File: src/rtl/itmr_pkg.sv
package itmr_pkg;
    parameter int BUS_W    = 32;
    parameter int TICK_LSB = 9;
    parameter int WIDE_W   = 63;
    parameter int NARROW_W = 31;
    parameter int MAP_N    = 4;
    parameter int IDX_W    = 3;

    localparam int U_W    = WIDE_W - TICK_LSB;
    localparam int N_W    = NARROW_W - TICK_LSB;
    localparam int HI_LSB = BUS_W - TICK_LSB;

    typedef enum logic [1:0] {
        ST_SYS      = 2'd0,
        ST_USR_RUN  = 2'd1,
        ST_USR_HALT = 2'd2
    } tstate_e;
endpackage

File: src/rtl/itmr_decode.sv
module itmr_decode
    import itmr_pkg::*;
(
    input  logic             wr_en,
    input  logic             rd_en,
    input  logic [IDX_W-1:0] waddr,
    output logic [MAP_N-1:0] wr_sel,
    output logic [MAP_N-1:0] rd_sel
);
    for (genvar i = 0; i < MAP_N; i++) begin : g_sel
        assign wr_sel[i] = wr_en && (waddr == IDX_W'(i));
        assign rd_sel[i] = rd_en && (waddr == IDX_W'(i));
    end
endmodule

File: src/rtl/itmr_core.sv
module itmr_core
    import itmr_pkg::*;
(
    input  logic             clk,
    input  logic             rst_n,
    input  logic             tick,
    input  logic             user_mode,
    input  logic [MAP_N-1:0] wr_sel,
    input  logic [MAP_N-1:0] rd_sel,
    input  logic [BUS_W-1:0] wdata,
    output logic [BUS_W-1:0] rd_val,
    output logic             irq
);
    localparam logic [U_W-1:0] LIM_WIDE   = '1;
    localparam logic [U_W-1:0] LIM_NARROW = {{(U_W-N_W){1'b0}}, {N_W{1'b1}}};

    tstate_e        state_q, state_d;
    logic [U_W-1:0] cnt_q, lim_q, lim_new, step;
    logic           reached_q, irq_q;
    logic           in_user, mode_chg, running, lim_wr, cnt_rst, hit;

    assign in_user  = (state_q != ST_SYS);
    assign mode_chg = user_mode ^ in_user;
    assign running  = (state_q != ST_USR_HALT);
    assign lim_wr   = in_user ? (wr_sel[0] | wr_sel[1]) : (wr_sel[0] | wr_sel[2]);
    assign cnt_rst  = in_user ? (wr_sel[0] | wr_sel[1]) : wr_sel[0];
    assign step     = cnt_q + 1'b1;
    assign hit      = tick && running && (step >= lim_q) && !cnt_rst;

    // next-state logic
    always_comb begin
        state_d = state_q;
        unique case (state_q)
            ST_SYS:      if (user_mode) state_d = ST_USR_RUN;
            ST_USR_RUN:  if (!user_mode) state_d = ST_SYS;
                         else if (wr_sel[3] && !wdata[0]) state_d = ST_USR_HALT;
            ST_USR_HALT: if (!user_mode) state_d = ST_SYS;
                         else if (wr_sel[3] && wdata[0]) state_d = ST_USR_RUN;
            default:     state_d = ST_SYS;
        endcase
    end

    // state register
    always_ff @(posedge clk) begin
        if (!rst_n) state_q <= ST_SYS;
        else        state_q <= state_d;
    end

    // limit value a write would load, with zero substitution
    always_comb begin
        lim_new = lim_q;
        if (!in_user) begin
            lim_new = {{(U_W-N_W){1'b0}}, wdata[NARROW_W-1:TICK_LSB]};
        end else begin
            if (wr_sel[0]) lim_new[U_W-1:HI_LSB] = wdata[U_W-HI_LSB-1:0];
            if (wr_sel[1]) lim_new[HI_LSB-1:0]   = wdata[BUS_W-1:TICK_LSB];
        end
        if (lim_new == '0) lim_new = in_user ? LIM_WIDE : LIM_NARROW;
    end

    // datapath registers
    always_ff @(posedge clk) begin
        if (!rst_n) begin
            cnt_q     <= '0;
            lim_q     <= LIM_NARROW;
            reached_q <= 1'b0;
            irq_q     <= 1'b0;
        end else if (mode_chg) begin
            cnt_q     <= '0;
            lim_q     <= user_mode ? LIM_WIDE : LIM_NARROW;
            reached_q <= 1'b0;
            irq_q     <= 1'b0;
        end else begin
            if (lim_wr) lim_q <= lim_new;
            if (cnt_rst)                  cnt_q <= '0;
            else if (tick && running)     cnt_q <= hit ? '0 : step;
            if (hit)                      reached_q <= 1'b1;
            else if (rd_sel[1] && !in_user) reached_q <= 1'b0;
            if (hit)                      irq_q <= 1'b1;
            else if (cnt_rst || (rd_sel[0] && !in_user)) irq_q <= 1'b0;
        end
    end

    // read outputs
    always_comb begin
        rd_val = '0;
        unique case (state_q)
            ST_SYS: begin
                if (rd_sel[0])      rd_val = {1'b0, lim_q[N_W-1:0], {TICK_LSB{1'b0}}};
                else if (rd_sel[1]) rd_val = {reached_q, cnt_q[N_W-1:0], {TICK_LSB{1'b0}}};
                else if (rd_sel[3]) rd_val = {{(BUS_W-1){1'b0}}, 1'b1};
            end
            ST_USR_RUN, ST_USR_HALT: begin
                if (rd_sel[0])      rd_val = {1'b0, cnt_q[U_W-1:HI_LSB]};
                else if (rd_sel[1]) rd_val = {cnt_q[HI_LSB-1:0], {TICK_LSB{1'b0}}};
                else if (rd_sel[3]) rd_val = {{(BUS_W-1){1'b0}}, running};
            end
            default: rd_val = '0;
        endcase
    end

    assign irq = irq_q;

    // interrupt only rises after a tick
    assert_irq_from_tick_R3: assert property (@(posedge clk) disable iff (!rst_n)
        $rose(irq_q) |-> $past(tick));
    // the limit never holds zero
    assert_lim_nonzero_R8: assert property (@(posedge clk) disable iff (!rst_n)
        lim_q != '0);
    // a stopped counter keeps its value
    assert_halt_holds_R11: assert property (@(posedge clk) disable iff (!rst_n)
        (state_q == ST_USR_HALT && user_mode && !wr_sel[0] && !wr_sel[1]) |=> $stable(cnt_q));
    // entering user mode clears interrupt and count
    assert_user_entry_R9: assert property (@(posedge clk) disable iff (!rst_n)
        (state_q == ST_SYS && user_mode) |=> (!irq_q && cnt_q == '0 && state_q == ST_USR_RUN));
    // leaving user mode restores the narrow limit
    assert_sys_return_R12: assert property (@(posedge clk) disable iff (!rst_n)
        (state_q != ST_SYS && !user_mode) |=> (!irq_q && lim_q == LIM_NARROW && !reached_q));
endmodule

File: src/rtl/interval_timer.sv
module interval_timer
    import itmr_pkg::*;
(
    input  logic             clk,
    input  logic             rst_n,
    input  logic             tick,
    input  logic             user_mode,
    input  logic             wr_en,
    input  logic             rd_en,
    input  logic [IDX_W-1:0] waddr,
    input  logic [BUS_W-1:0] wdata,
    output logic [BUS_W-1:0] rdata,
    output logic             irq
);
    logic [MAP_N-1:0] wr_sel, rd_sel;
    logic [BUS_W-1:0] rd_val;

    itmr_decode u_decode (
        .wr_en  (wr_en),
        .rd_en  (rd_en),
        .waddr  (waddr),
        .wr_sel (wr_sel),
        .rd_sel (rd_sel)
    );

    itmr_core u_core (
        .clk       (clk),
        .rst_n     (rst_n),
        .tick      (tick),
        .user_mode (user_mode),
        .wr_sel    (wr_sel),
        .rd_sel    (rd_sel),
        .wdata     (wdata),
        .rd_val    (rd_val),
        .irq       (irq)
    );

    always_ff @(posedge clk) begin
        if (!rst_n)     rdata <= '0;
        else if (rd_en) rdata <= rd_val;
        else            rdata <= '0;
    end

    // unmapped reads return zero
    assert_unmapped_zero_R13: assert property (@(posedge clk) disable iff (!rst_n)
        (rd_en && waddr >= IDX_W'(MAP_N)) |=> (rdata == '0));
endmodule

File: config.mk
export PLATFORM = sky130hd
export DESIGN_NAME = interval_timer
export DESIGN_NICKNAME = d
export VERILOG_FILES = /design/src/rtl/itmr_pkg.sv /design/src/rtl/itmr_decode.sv /design/src/rtl/itmr_core.sv /design/src/rtl/interval_timer.sv
export SDC_FILE = /design/constraint.sdc
export NUM_CORES = 1
export LEC_CHECK = 0
export ABC_CLOCK_PERIOD_IN_PS = 4250
export BUFFER_PORTS_ARGS = -buffer_cell sky130_fd_sc_hd__clkbuf_2
export CELL_PAD_IN_SITES_DETAIL_PLACEMENT = 1
export CELL_PAD_IN_SITES_GLOBAL_PLACEMENT = 1
export CORE_ASPECT_RATIO = 1.25
export CORE_MARGIN = 1
export CORE_UTILIZATION = 35
export CTS_BUF_LIST = sky130_fd_sc_hd__clkbuf_4
export DETAILED_ROUTE_END_ITERATION = 16
export PLACE_DENSITY_LB_ADDON = 0.1
export SLEW_MARGIN = 20
export SYNTH_ARGS = -nofsm -noshare
export SYNTH_HDL_FRONTEND = slang
export SYNTH_SLANG_ARGS = --single-unit
File: constraint.sdc
create_clock -name clk -period 4.25 [get_ports clk]
set_clock_uncertainty 0.1 [all_clocks]
set_input_delay 0.2125 -clock clk [delete_from_list [all_inputs] [get_ports clk]]
set_output_delay 0.2125 -clock clk [all_outputs]
set_load 0.05 [all_outputs]
**Word level (Yosys, flattened, before mapping)**

Cells that the tools add are included.

- Add/sub/neg operators: 1
- $mul: 0
- Divide/modulo/power cells: 0
- Magnitude comparators: 1
- Equal/unequal tests: 9
- Shift operators: 0
- Multiplexer cells: 28
- Bitwise gates (word level): 4
- Reduce and logical (&&, ||, !) cells: 30

Operators by type and width:

| kind | count |
|---|---|
| $mux W54 | 7 |
| $mux W32 | 4 |
| $pmux W32 S2 | 1 |
| $add A54 B1 Y54 const B | 1 |
| $ge A54 B54 Y1 | 1 |
| $logic_not A54 Y1 | 1 |
| $mux W31 | 1 |
| $mux W23 | 1 |
| $logic_and A1 B1 Y1 | 14 |
| $mux W2 | 5 |
| $mux W1 | 8 |
| $reduce_bool A2 Y1 | 4 |
| $eq A3 B2 Y1 const B | 2 |
| $ne A3 B2 Y1 const B | 2 |
| $pmux W2 S3 | 1 |
| $ne A2 B2 Y1 const B | 2 |
| $reduce_or A2 Y1 | 2 |
| $eq A3 B1 Y1 const B | 1 |
| $logic_not A1 Y1 | 3 |
| $logic_not A3 Y1 | 1 |
| $reduce_and A3 Y1 | 1 |
| $reduce_or A3 Y1 | 1 |
| $eq A2 B1 Y1 const B | 1 |
| $eq A2 B2 Y1 const B | 1 |
| other kinds (6) | 7 |

- Register bits after elaboration: 144
- Bits in latches: 0
- Memory bits (writable): 0
- Memory bits (read-only): 0
- Input port bits: 41
- Output and inout bits: 33
- Logic and storage cells: 79
- Memories kept: 0

**Logic depth before layout (Yosys ltp)**

- Word-level depth: 8
- Gate-level depth with buffers: 18
- Gate-level depth less buffers: 15

**Hierarchy**

From an unflattened synthesis, not the netlist that was laid out.

- Cell total of the unflattened synthesis: 1064
- Area, all modules: 8931.1 µm²

By module, submodules not included:

| module | instances | cells an instance | area an instance (µm²) | sequential area each (µm²) |
|---|---|---|---|---|
| itmr_core | 1 | 986 | 7931.4 | 2242.2 |
| interval_timer | 1 | 70 | 910.9 | 640.6 |
| itmr_decode | 1 | 8 | 88.8 | 0.0 |

**Worst setup path before layout**

Ideal clock, no wire load.

- Path kind: reg-to-reg
- From: register u_core.cnt_q[0]
- To: register u_core.cnt_q[1]
- Library setup time: 60 ps
- Data arrival time: 3972 ps
- Data required time: 4090 ps
- Slack: 118 ps
- Stages on the path, launching flop included: 19
- Buffers on the path: 3
- Clock period less this slack: 4132 ps
- Path through: dfxtp_1 -> ha_1 -> and4_1 -> clkbuf_1 -> nand3_1 -> nor4_4 -> nand3_2 -> or3_1 -> nand2b_1 -> ha_1 -> o21ai_0 -> o21bai_1 -> a21oi_1 -> o21ai_0 -> nor3_1 -> and3_1 -> clkbuf_1 -> buf_1 -> a22o_1

- Cells in the longest elaborated chain, start to end: 5

RTL lines:

| item | line | text |
|---|---|---|
| from (decl) | itmr_core.sv:18 | `logic [U_W-1:0] cnt_q, lim_q, lim_new, step;` |
| from (signal assigned) | itmr_core.sv:76 | `else if (tick && running) cnt_q <= hit ? '0 : step;` |
| $add A54 B1 Y54 * | itmr_core.sv:27 | `assign step = cnt_q + 1'b1;` |
| $ge A54 B54 Y1 | itmr_core.sv:28 | `assign hit = tick && running && (step >= lim_q) && !cnt_rst;` |
| $logic_and A1 B1 Y1 (2 in series) | itmr_core.sv:28 |  |
| $mux W54 * | itmr_core.sv:76 |  |

Every way passes the cells marked *; elsewhere a longest branch is shown, timed or not.
A chain may end at the register's enable or synchronous reset.

**Worst setup path after layout**

- From: register u_core.cnt_q[0]
- To: register u_core.cnt_q[26]

The elaborated chain is that of the path after synthesis.

==> metrics.md <==
| Metric | Value |
|---|---|
| Cells along the critical path | `buf_4 > and3_1 > nand4_1 > nor4_4 > buf_4 > nand3_1 > xnor2_1 > ha_1 > a21oi_1 > o21ai_0 > a22oi_1 > a31oi_1 > nor3_2 > and3_1 > buf_12 > a22o_1` |
| Post-synth EDFFs | `0` |
| Die Y-Extent | `176 um` |
| Multiplexer area fraction after synthesis | `0.00235` |
| Synth Area in Compound Gates | `0.237` |
| Pin count of the biggest net entering global routing | `45` |
| Area Overhead vs Synth | `20.6%` |
| Starting Density | `0.358` |
| Average instance area after synthesis | `8.20 sq um` |
| Total clock buffers created by CTS | `17` |
| Aggregate negative setup slack | `0 ps` |
| Synthesized-area fraction occupied by xor and xnor cells | `0.0586` |
| Number of global-route vias before repair | `8366` |
| Boundary Pins | `74` |
| Synth Register Bits | `144` |
| Worst-path clk slew | `130 ps` |
| Critical path peak fanout | `28` |
| Post-synthesis cell type with the largest combined area | `dfxtp_1` |
| Crit. path cell count | `16` |
| Final-stage net count | `1268` |
| Crit path capture type | `flip-flop` |
| Synthesized cell area | `8520 sq um` |
| CP Data Required Time | `about 4700 ps` |
| Synth Area in Adders | `0.0881` |
| Clock tree from TritonCTS | `built` |
| Post-detailed-route count of antenna-violating nets | `0` |
| CP top delay family | `simple AND/OR/NAND/NOR gates` |
| Clock latency on the worst-skew pair | `590 ps` |
| Number of filler cells placed in the layout | `2910` |
| Final std cell area, no fill | `10300 sq um` |
| Yosys warns | `0` |
| Antenna violations before repair | `1` |
| CTS max path bufs | `2` |
| Leakage Power | `~4.3 nW` |
| Net Count, Synth | `1140` |
| Horizontal extent of the die | `~140 um` |
| Primary flip-flop cell chosen by synthesis mapping | `dfxtp_1` |
| Fraction of post-synthesis cell area in the top cell type by area | `0.338` |
| Share of synthesized registers carrying an async set or reset | `0` |
| Simple-gate area share of the yosys netlist | `0.211` |
| Cell Area, Placed | `9510 sq um` |
| Overall fraction of global-route tracks in use | `0.255` |
| RSZ-0062 raised after global routing | `false` |
| Status | `finished clean` |
| Total via count after detailed routing | `approximately 8200` |
| Total buffers and inverters traversed by the critical path | `3` |
| Cells after synthesis | `1039` |
| Relative slew slack | `0.347` |
| Worst min-delay path class | `input pin to flip-flop` |
| Most area-consuming cells after synthesis | `dfxtp_1 34%, ha_1 8.8%, nand2_1 5.9%, a21oi_1 4.2%, o221a_2 3.8%` |
| Worst R2R Setup Slack | `~280 ps` |
| Type of element launching the critical path | `flip-flop` |
| HPWL after detailed placement | `23200 um` |
| Root Driver | `clkbuf_4` |
| Routed wire length | `30800 um` |
| Critical path start-end classification | `flip-flop to flip-flop` |
| Number of maximum-capacitance violations | `0` |
| Share of cells above drive strength 1 | `0.191` |
| Commonest non-fill, non-tap cell in the layout | `dfxtp_1` |
| Count of routing violations after the opening detailed-route iteration | `407` |
| Drt pass-1 iters | `7` |
| Count of input and output buffers | `73` |
| Wire length of the first global-routing pass | `48000 um` |
| Post-route clock period utilization | `0.933` |
| Part of the Yosys area used for sequential elements | `0.338` |
| Total global routing overflow | `0` |
| Worst Tran Pin Value | `roughly 980 ps` |
| Sequential cell area | `approximately 2900 sq um` |
| Total clock sinks | `about 140` |
| VDD IR-drop max | `0.185 mV` |
| Min Tclk post-route | `about 4000 ps` |
| Most frequent cells in the layout | `141 x dfxtp_1, 133 x nand2_1, 73 x clkbuf_2` |
| R2R Path Start | `u_core.cnt_q[0]` |
| End point of the critical path | `u_core.cnt_q[26]` |
| Worst reg2reg endpoint | `u_core.cnt_q[26]` |
| Die footprint | `25000 sq um` |
| Routed length per placed instance | `between 20 and 25 um` |
| Count of final hold-check violations | `0` |
| DRC viols | `0` |
| Number of slew-limit violations in the final report | `0` |
| Timing-limited maximum frequency | `252 MHz` |
| Combinational family with the most area after synthesis | `compound AO/OA/AOI/OAI gates` |
| Standard cell with the maximum stage delay on the critical path | `xnor2_1` |
| Arrival time worst endpoint | `4380 ps` |
| Total power per unit cell area | `358 nW/um^2` |
| Placeable core region | `about 24000 sq um` |
| Detailed-route vias per instance | `approximately 5.5` |
| Gp weighted congestion | `0.834` |
| Largest stage delay, worst path | `380 ps` |
| Core Rows | `63` |
| Number of distinct library cells after synthesis | `61` |
| Number of levels the H-tree was split into | `4` |
| Final Setup Violations | `0` |
| Cell depth of the worst flop-to-flop path | `16` |
| Start point of the critical path | `u_core.cnt_q[0]` |
| Multi-input logic area | `5170 sq um` |
## kinds of logic after synthesis
family | count (synthesis)
simple gates | 359
compound gates | 285
flops | 144
buf+inv | 132
fa+ha+maj | 60
xor+xnor | 57
mux | 2
## worst reg2reg max path, cell delays in order, from the launching register on
cell,delay (ps)
dfxtp_1,360
buf_4,140
and3_1,260
nand4_1,240
nor4_4,360
buf_4,200
nand3_1,100
xnor2_1,380
ha_1,350
a21oi_1,140
o21ai_0,110
a22oi_1,160
a31oi_1,150
nor3_2,250
and3_1,230
buf_12,210
a22o_1,150
## layout make-up
class | count | share of cell area
Multi-Input combinational cell | 763 | 0.503
Timing Repair Buffer | 177 | 0.124
Tap cell | 325 | 0.0396
Inverter | 64 | 0.0234
Sequential cell | 144 | 0.281
Clock inverter | 14 | 0.0159
Clock buffer | 18 | 0.0131
Antenna cell | 1 | 0.000243
## flip-flops by register name, indices dropped and copies added (netlist names)
name              count
rdata                32
u_core.cnt_q         54
u_core.irq            1
u_core.lim_q         54
u_core.reached_q      1
u_core.state_q        2
## per-layer routing
layer,global-route usage,share of wire
met1,0.335,0.47
met2,0.439,0.49
met3,0.0350,0.033
met4,0.0605,0.011
met5,0,0
## power by group
part	total [W]	switching (W)	internal [W]	leakage, nW
sequential	0.00162	0.000159	0.00147	1.17
clock	0.000962	0.000551	0.000411	0.150
combinational	0.00109	0.000677	0.000412	2.96
## timing repair
| item | 4_1_cts | 5_1_grt |
|---|---|---|
| hold buffers | 38 | 0 |
| endpoints found under the hold margin | 58 | 0 |
| setup endpoints to repair | 0 | 56 |
| resized for setup | 0 | 13 |
| setup buffers | 0 | 2 |
## synth_stat cells (8+ instances only)
library cell / n
inv_1: 64
and3_1: 18
nor4_1: 22
a211oi_1: 27
xor2_1: 21
a21oi_1: 71
and2_1: 12
nor3_1: 26
nand2_1: 133
buf_2: 8
nand4_1: 24
nand3_1: 38
nand2b_1: 12
dfxtp_1: 144
nor2_1: 40
ha_1: 60
o211ai_1: 11
xnor2_1: 36
clkbuf_1: 52
o221a_2: 29
a22o_1: 28
o22a_1: 22
o21ai_0: 59
## how the worst min path moves through the flow
stage | from | end | slack (ps) | cells after the start
3_5_place_dp | wdata[26] | u_core.lim_q[17] | 380 | 2
4_1_cts | user_mode | u_core.state_q[0] | 10 | 5
5_1_grt | rd_en | rdata[0] | 10 | 3
6_report | rd_en | rdata[0] | 40 | 3
2_1_floorplan | rst_n | u_core.state_q[0] | 240 | 1
3_3_place_gp | wdata[25] | u_core.lim_q[16] | 380 | 2
## metrics by stage
step	instances	setup WS, ps	util	hold WS [ps]	power (W)
after floorplan	1039	118	-	241	0.00231
after detailed placement	1432	54.9	0.400	380	0.00271
after global placement	1432	179	0.400	381	0.00269
final	1506	285	0.432	37.9	0.00368
after global routing	1506	4.77	0.432	10.8	0.00388
after CTS	1502	6.41	0.428	13.4	0.00370
Note: power is estimated with default switching activity, not from simulation.
